===== src/rtl/dual_byte_fifo_pkg.sv =====
package dual_byte_fifo_pkg;
  localparam logic [1:0] ADDR_DATA = 2'd0;
  localparam logic [1:0] ADDR_ERR  = 2'd1;
  localparam logic [1:0] ADDR_STAT = 2'd2;
  localparam logic [1:0] ADDR_CFG  = 2'd3;

  localparam int ST_RX_EMPTY  = 2;
  localparam int ST_RX_ALMOST = 3;
  localparam int ST_TX_FULL   = 4;
  localparam int ST_TX_ALMOST = 7;

  localparam int CF_RX_MODE = 3;
  localparam int CF_TX_MODE = 7;
  localparam int THR_W      = 3;

  localparam logic [7:0] CFG_MASK  = 8'h8F;
  localparam logic [7:0] CFG_RESET = 8'h88;
endpackage


===== src/rtl/dbf_queue.sv =====
module dbf_queue #(
  parameter int W     = 8,
  parameter int DEPTH = 16,
  localparam int AW   = $clog2(DEPTH),
  localparam int CW   = $clog2(DEPTH + 1)
) (
  input  logic          clk_i,
  input  logic          rst_ni,
  input  logic          single_i,
  input  logic          push_i,
  input  logic [W-1:0]  din_i,
  input  logic          pop_i,
  output logic [W-1:0]  dout_o,
  output logic [CW-1:0] count_o,
  output logic          empty_o,
  output logic          full_o
);
  logic [W-1:0]  mem_q [DEPTH];
  logic [AW-1:0] wp_q, rp_q;
  logic [CW-1:0] cnt_q, cap_w;
  logic          push_ok, pop_ok;

  assign cap_w   = single_i ? CW'(1) : CW'(DEPTH);
  assign empty_o = (cnt_q == '0);
  assign full_o  = (cnt_q >= cap_w);
  assign push_ok = push_i && !full_o;
  assign pop_ok  = pop_i && !empty_o;
  assign dout_o  = mem_q[rp_q];
  assign count_o = cnt_q;

  always_ff @(posedge clk_i) begin
    if (push_ok) mem_q[wp_q] <= din_i;
  end

  always_ff @(posedge clk_i or negedge rst_ni) begin
    if (!rst_ni) begin
      wp_q  <= '0;
      rp_q  <= '0;
      cnt_q <= '0;
    end else begin
      if (push_ok) wp_q <= (wp_q == AW'(DEPTH - 1)) ? '0 : wp_q + 1'b1;
      if (pop_ok)  rp_q <= (rp_q == AW'(DEPTH - 1)) ? '0 : rp_q + 1'b1;
      case ({push_ok, pop_ok})
        2'b10:   cnt_q <= cnt_q + 1'b1;
        2'b01:   cnt_q <= cnt_q - 1'b1;
        default: cnt_q <= cnt_q;
      endcase
    end
  end

  p_no_overflow_r3: assert property (@(posedge clk_i) disable iff (!rst_ni)
    cnt_q <= CW'(DEPTH));
  p_empty_pop_r3: assert property (@(posedge clk_i) disable iff (!rst_ni)
    (pop_i && empty_o && !push_i) |=> ($stable(cnt_q) && $stable(rp_q)));
  p_full_push_r3: assert property (@(posedge clk_i) disable iff (!rst_ni)
    (push_i && full_o && !pop_i) |=> ($stable(cnt_q) && $stable(wp_q)));
endmodule


===== src/rtl/dbf_almost.sv =====
module dbf_almost #(
  parameter int DEPTH = 16,
  parameter int TW    = 3,
  localparam int CW   = $clog2(DEPTH + 1)
) (
  input  logic          clk_i,
  input  logic          rst_ni,
  input  logic [CW-1:0] count_i,
  input  logic [TW-1:0] thr_i,
  input  logic          clr_i,
  output logic          flag_o
);
  logic [CW:0] sum_w, lim_w;
  logic        over_w, flag_q;

  // trigger point never below half depth, capped one under full
  assign sum_w  = (CW+1)'(DEPTH / 2) + (CW+1)'(thr_i);
  assign lim_w  = (sum_w > (CW+1)'(DEPTH - 1)) ? (CW+1)'(DEPTH - 1) : sum_w;
  assign over_w = ({1'b0, count_i} > lim_w);

  always_ff @(posedge clk_i or negedge rst_ni) begin
    if (!rst_ni)    flag_q <= 1'b0;
    else if (clr_i) flag_q <= 1'b0;
    else if (over_w) flag_q <= 1'b1;
  end

  assign flag_o = flag_q;

  p_set_r6: assert property (@(posedge clk_i) disable iff (!rst_ni)
    (over_w && !clr_i) |=> flag_o);
  p_clear_r7: assert property (@(posedge clk_i) disable iff (!rst_ni)
    clr_i |=> !flag_o);
  p_sticky_r7: assert property (@(posedge clk_i) disable iff (!rst_ni)
    (flag_o && !clr_i) |=> flag_o);
endmodule


===== src/rtl/dual_byte_fifo.sv =====
module dual_byte_fifo
  import dual_byte_fifo_pkg::*;
#(
  parameter int DEPTH = 16,
  parameter int EW    = 3,
  localparam int CW   = $clog2(DEPTH + 1)
) (
  input  logic          clk_i,
  input  logic          rst_ni,
  input  logic [1:0]    reg_addr_i,
  input  logic          reg_wr_i,
  input  logic          reg_rd_i,
  input  logic [7:0]    reg_wdata_i,
  output logic [7:0]    reg_rdata_o,
  input  logic          rx_push_i,
  input  logic [7:0]    rx_byte_i,
  input  logic [EW-1:0] rx_err_i,
  input  logic          tx_pop_i,
  output logic [7:0]    tx_byte_o,
  output logic          tx_valid_o,
  output logic          rx_irq_o
);
  logic [7:0]      cfg_q, stat_w;
  logic [EW-1:0]   err_q;
  logic [EW+7:0]   rx_head;
  logic [CW-1:0]   rx_cnt, tx_cnt;
  logic            rx_empty, rx_full, tx_empty, tx_full;
  logic            rx_pop, tx_push, almost_clr, rx_almost;

  assign rx_pop     = reg_rd_i && (reg_addr_i == ADDR_DATA);
  assign tx_push    = reg_wr_i && (reg_addr_i == ADDR_DATA);
  assign almost_clr = reg_wr_i && (reg_addr_i == ADDR_STAT) && reg_wdata_i[ST_RX_ALMOST];

  dbf_queue #(.W(EW + 8), .DEPTH(DEPTH)) u_rxq (
    .clk_i, .rst_ni,
    .single_i (!cfg_q[CF_RX_MODE]),
    .push_i   (rx_push_i),
    .din_i    ({rx_err_i, rx_byte_i}),
    .pop_i    (rx_pop),
    .dout_o   (rx_head),
    .count_o  (rx_cnt),
    .empty_o  (rx_empty),
    .full_o   (rx_full)
  );

  dbf_queue #(.W(8), .DEPTH(DEPTH)) u_txq (
    .clk_i, .rst_ni,
    .single_i (!cfg_q[CF_TX_MODE]),
    .push_i   (tx_push),
    .din_i    (reg_wdata_i),
    .pop_i    (tx_pop_i),
    .dout_o   (tx_byte_o),
    .count_o  (tx_cnt),
    .empty_o  (tx_empty),
    .full_o   (tx_full)
  );

  dbf_almost #(.DEPTH(DEPTH), .TW(THR_W)) u_almost (
    .clk_i, .rst_ni,
    .count_i (rx_cnt),
    .thr_i   (cfg_q[THR_W-1:0]),
    .clr_i   (almost_clr),
    .flag_o  (rx_almost)
  );

  always_ff @(posedge clk_i or negedge rst_ni) begin
    if (!rst_ni) begin
      cfg_q <= CFG_RESET;
      err_q <= '0;
    end else begin
      if (reg_wr_i && reg_addr_i == ADDR_CFG) cfg_q <= reg_wdata_i & CFG_MASK;
      if (rx_pop && !rx_empty) err_q <= rx_head[EW+7:8];
    end
  end

  always_comb begin
    stat_w               = '0;
    stat_w[ST_RX_EMPTY]  = rx_empty;
    stat_w[ST_RX_ALMOST] = rx_almost;
    stat_w[ST_TX_FULL]   = tx_full;
    stat_w[ST_TX_ALMOST] = (tx_cnt <= CW'(DEPTH / 2));
  end

  always_comb begin
    case (reg_addr_i)
      ADDR_DATA: reg_rdata_o = rx_head[7:0];
      ADDR_ERR:  reg_rdata_o = 8'(err_q);
      ADDR_STAT: reg_rdata_o = stat_w;
      default:   reg_rdata_o = cfg_q;
    endcase
  end

  assign tx_valid_o = !tx_empty;
  assign rx_irq_o   = rx_almost;

  p_err_tag_r9: assert property (@(posedge clk_i) disable iff (!rst_ni)
    (rx_pop && !rx_empty) |=> (err_q == $past(rx_head[EW+7:8])));
  p_tx_valid_r4: assert property (@(posedge clk_i) disable iff (!rst_ni)
    (tx_push && !tx_full && !tx_pop_i) |=> tx_valid_o);
  p_rx_full_r10: assert property (@(posedge clk_i) disable iff (!rst_ni)
    (!cfg_q[CF_RX_MODE] && !rx_full) |-> (rx_cnt == '0));
endmodule


===== config.mk =====
export PLATFORM = sky130hd
export DESIGN_NAME = dual_byte_fifo
export DESIGN_NICKNAME = d
export VERILOG_FILES = /design/src/rtl/dual_byte_fifo_pkg.sv /design/src/rtl/dbf_queue.sv /design/src/rtl/dbf_almost.sv /design/src/rtl/dual_byte_fifo.sv
export SDC_FILE = /design/constraint.sdc
export NUM_CORES = 1
export LEC_CHECK = 0
export BUFFER_PORTS_ARGS = -buffer_cell sky130_fd_sc_hd__buf_4
export CAP_MARGIN = 0
export CORE_MARGIN = 4
export CORE_UTILIZATION = 55
export CTS_BUF_LIST = sky130_fd_sc_hd__clkbuf_2 sky130_fd_sc_hd__clkbuf_4 sky130_fd_sc_hd__clkbuf_8
export DETAILED_ROUTE_END_ITERATION = 8
export HOLD_SLACK_MARGIN = 0.06
export PLACE_DENSITY = 0.82
export SLEW_MARGIN = 25
export SYNTH_ARGS = -nofsm -noshare
export SYNTH_HDL_FRONTEND = slang
export SYNTH_SLANG_ARGS = --single-unit

===== constraint.sdc =====
create_clock -name clk_i -period 7.9 [get_ports clk_i]
set_input_delay 1.58 -clock clk_i [delete_from_list [all_inputs] [get_ports clk_i]]
set_output_delay 1.58 -clock clk_i [all_outputs]
set_load 0.05 [all_outputs]

==> reports/qor.yml <==
status:
  outcome: "completed"
clock_tree:
  cts_tree: "built"
  cts_root_buffer: "clkbuf_8"
  cts_buffers: 52
  cts_hold_buf: 0
  cts_resized: 0
  cts-htree-levels: 2
  clk_path_buf_depth: 3
  clk_latency_ns: 0.58
  post_cts_buffers: 0
  clk_pin_slew_worst_paths_ns: 0.06
  clock_sinks: 339
synth:
  synth.yosys.seq_area_share: 0.719
  yosysTopAreaCell: "edfxtp_1"
  synthesis.area_um2: 13900
  synthTopCellsByArea: "edfxtp_1, mux4_2, dfrtp_1, ha_1, mux2i_1"
  synth-seq-cells: 339
  syn_inst: 744
  syn_area_per_cell_um2: 18.7
  ys_types: 54
  synthTopCellsByCount: "edfxtp_1, mux4_2, dfrtp_1, nand2_1, mux2i_1"
  synth-edff-count: 304
  yosysTopAreaCellShare: 0.656
  synth.net_count: 796
  synth_warnings: 0
  async_reset_ff_frac: 0.103
  yosysMostFrequentCell: "edfxtp_1"
  synth_flop_cell: "edfxtp_1"
drt:
  avgViaCountPerCell: 5.97
  routed_wl_mm: 27.7
  drt-initial-drc-count: 783
  wl_per_cell_um: 23.1
  drtPass1Iterations: 5
  ant_nets: 0
  post-route-drc-count: 0
  routed-via-count: 7144
setup_path:
  cp.required_ns: 6.32
  crit_chain: "buf_4 > mux4_2 > mux4_2 > mux4_2 > buf_4"
  max_stage_delay_ns: 0.59
  path_delay_family: "multiplexers"
  cp-start-kind: "register"
  path_common_cell: "mux4_2"
  worst-endpoint-arrival_ns: 3.19
  crit_type: "register to output port"
  endpoint_kind: "output port"
  slowest_stage: "mux4_2"
  critPathBufInv: 2
  critPathMaxFanout: 49
sta:
  tns_ns: 0
  fmaxAchievable_mhz: 209
  drv_slew: 0
  period_needed_ns: 4.78
  fin_worst_skew_ns: 0.0315
  hold_violations: 0
  max_slew_margin: 0.398
  rsz0062_at_grt: "false"
  whs_ns: 0.532
  worst_slew_pin_slew_ns: 0.903
  setup_violations: 0
  finalCritPeriodShare: 0.604
die:
  initial_core_util: 0.566
  die-area_um2: 27900
  dieHeight_um: 167
  rows: 57
  io_pins: 45
  die_x_um: 167
  coreArea_um2: 24600
min_path:
  hp-class: "register to register"
global_route:
  grt_first_pass_wirelength_mm: 43.4
  grt_pass1_vias: 7521
  grt_antenna_before_repair: 0
  grt_overflow: 0
  grt_max_degree: 50
  grt_util_all_layers: 0.202
pwr:
  vdd_drop_max_v: 0.000309
  total_leakage_power_nw: 5.36
  power_density_nw_per_um2: 337
finish:
  n_antenna_cell: 0
  layout.cells.non_filler: 1196
  syn_to_final_growth_pct: 12.9
  nets: 881
  nFillCells: 1653
  drive_above_1_share: 0.292
place:
  io_buffers: 44
  post-place-cells: 1099
  dpl.hpwl_mm: 17.4
  place_congestion: 0.794
run:
  maxCapViolations: 0
==> per-stage QoR <==
stage	setup WS [ns]	area (um^2)	utilization	power, mW
after CTS	3.08	15700	0.638	5.34
after global placement	3.46	14700	0.597	3.89
after detailed placement	3.43	14700	0.597	3.93
after floorplan	2.10	13900	-	3.50
final	3.13	15700	0.639	5.29
after global routing	3.02	15700	0.639	5.57
==> tightest hold or removal path, delay by kind of cell, from the launching register on <==
family,cells,cell delay (ns)
flops,1,0.37
compound gates,1,0.06
simple gates,1,0.06
==> report_power, final <==
| group | leakage [nW] | internal [mW] | switching [mW] |
|---|---|---|---|
| Combinational | 1.66 | 0.718 | 0.890 |
| Clock | 0.550 | 0.757 | 0.649 |
| Sequential | 3.15 | 2.09 | 0.180 |
| Total | 5.36 | 3.57 | 1.72 |
==> registers in the layout, summed over array words and instances (netlist names) <==
signal and flops:
u_rxq.rp_q 4, u_txq.wp_q 4, u_almost.flag_o 1, u_rxq.mem_q 176, u_txq.mem_q 128, err_q 3, u_rxq.count_o 5, u_txq.rp_q 4
u_rxq.wp_q 4, u_txq.count_o 5, cfg_q 5
==> worst paths after layout <==
check | end | cells after the start | slack, ns | start
max | reg_rdata_o[2] | 5 | 3.13 | u_rxq.rp_q[1]
min | err_q[1] | 2 | 0.53 | err_q[1]
max reg2reg | u_txq.count_o[4] | 12 | 4.55 | cfg_q[7]
min reg2reg | err_q[1] | 2 | 0.53 | err_q[1]
max in group asynchronous | u_rxq.rp_q[1] | 1 | 6.53 | rst_ni
min in group asynchronous | u_txq.rp_q[1] | 1 | 0.98 | rst_ni
==> per-layer routing <==
layer  routed length, um  part of all wire  track usage
met1               10700              0.39        0.262
met2               14200              0.51        0.342
met3                1930             0.070       0.0405
met4                 765             0.028       0.0729
met5                   0                 0            0
==> cell usage in the layout (no fill, tap or decap), drive strengths merged, types with 10 or more instances in the layout <==
cell type and n:
nand2 29, mux2i 26, mux2 10, clkinv 23, and2 12, nor2 22, buf 66, a211oi 12
nand3 12, dfrtp 33, mux4 76, nor2b 15, ha 24, o21ai 18, inv 25, clkbuf 71
a21oi 19, edfxtp 304
==> area by class of cell <==
class	count	area, um^2	area share
clock inverters	26	149	0.00948
flip-flops and latches	339	10000	0.637
clock buffers	71	877	0.0558
multi-input cells	347	3690	0.235
repair buffers	66	495	0.0315
inverters	23	86.3	0.00549
well taps	324	405	0.0258
==> kinds of logic after synthesis <==
group           count (synthesis)  share of synthesized area
compound gates                 77                     0.0371
xor+xnor                       14                    0.00881
fa+ha+maj                      25                     0.0230
buf+inv                        58                     0.0178
flops                         339                      0.719
mux                           112                      0.150
simple gates                  119                     0.0444
Power figures use the tool's default switching activity.
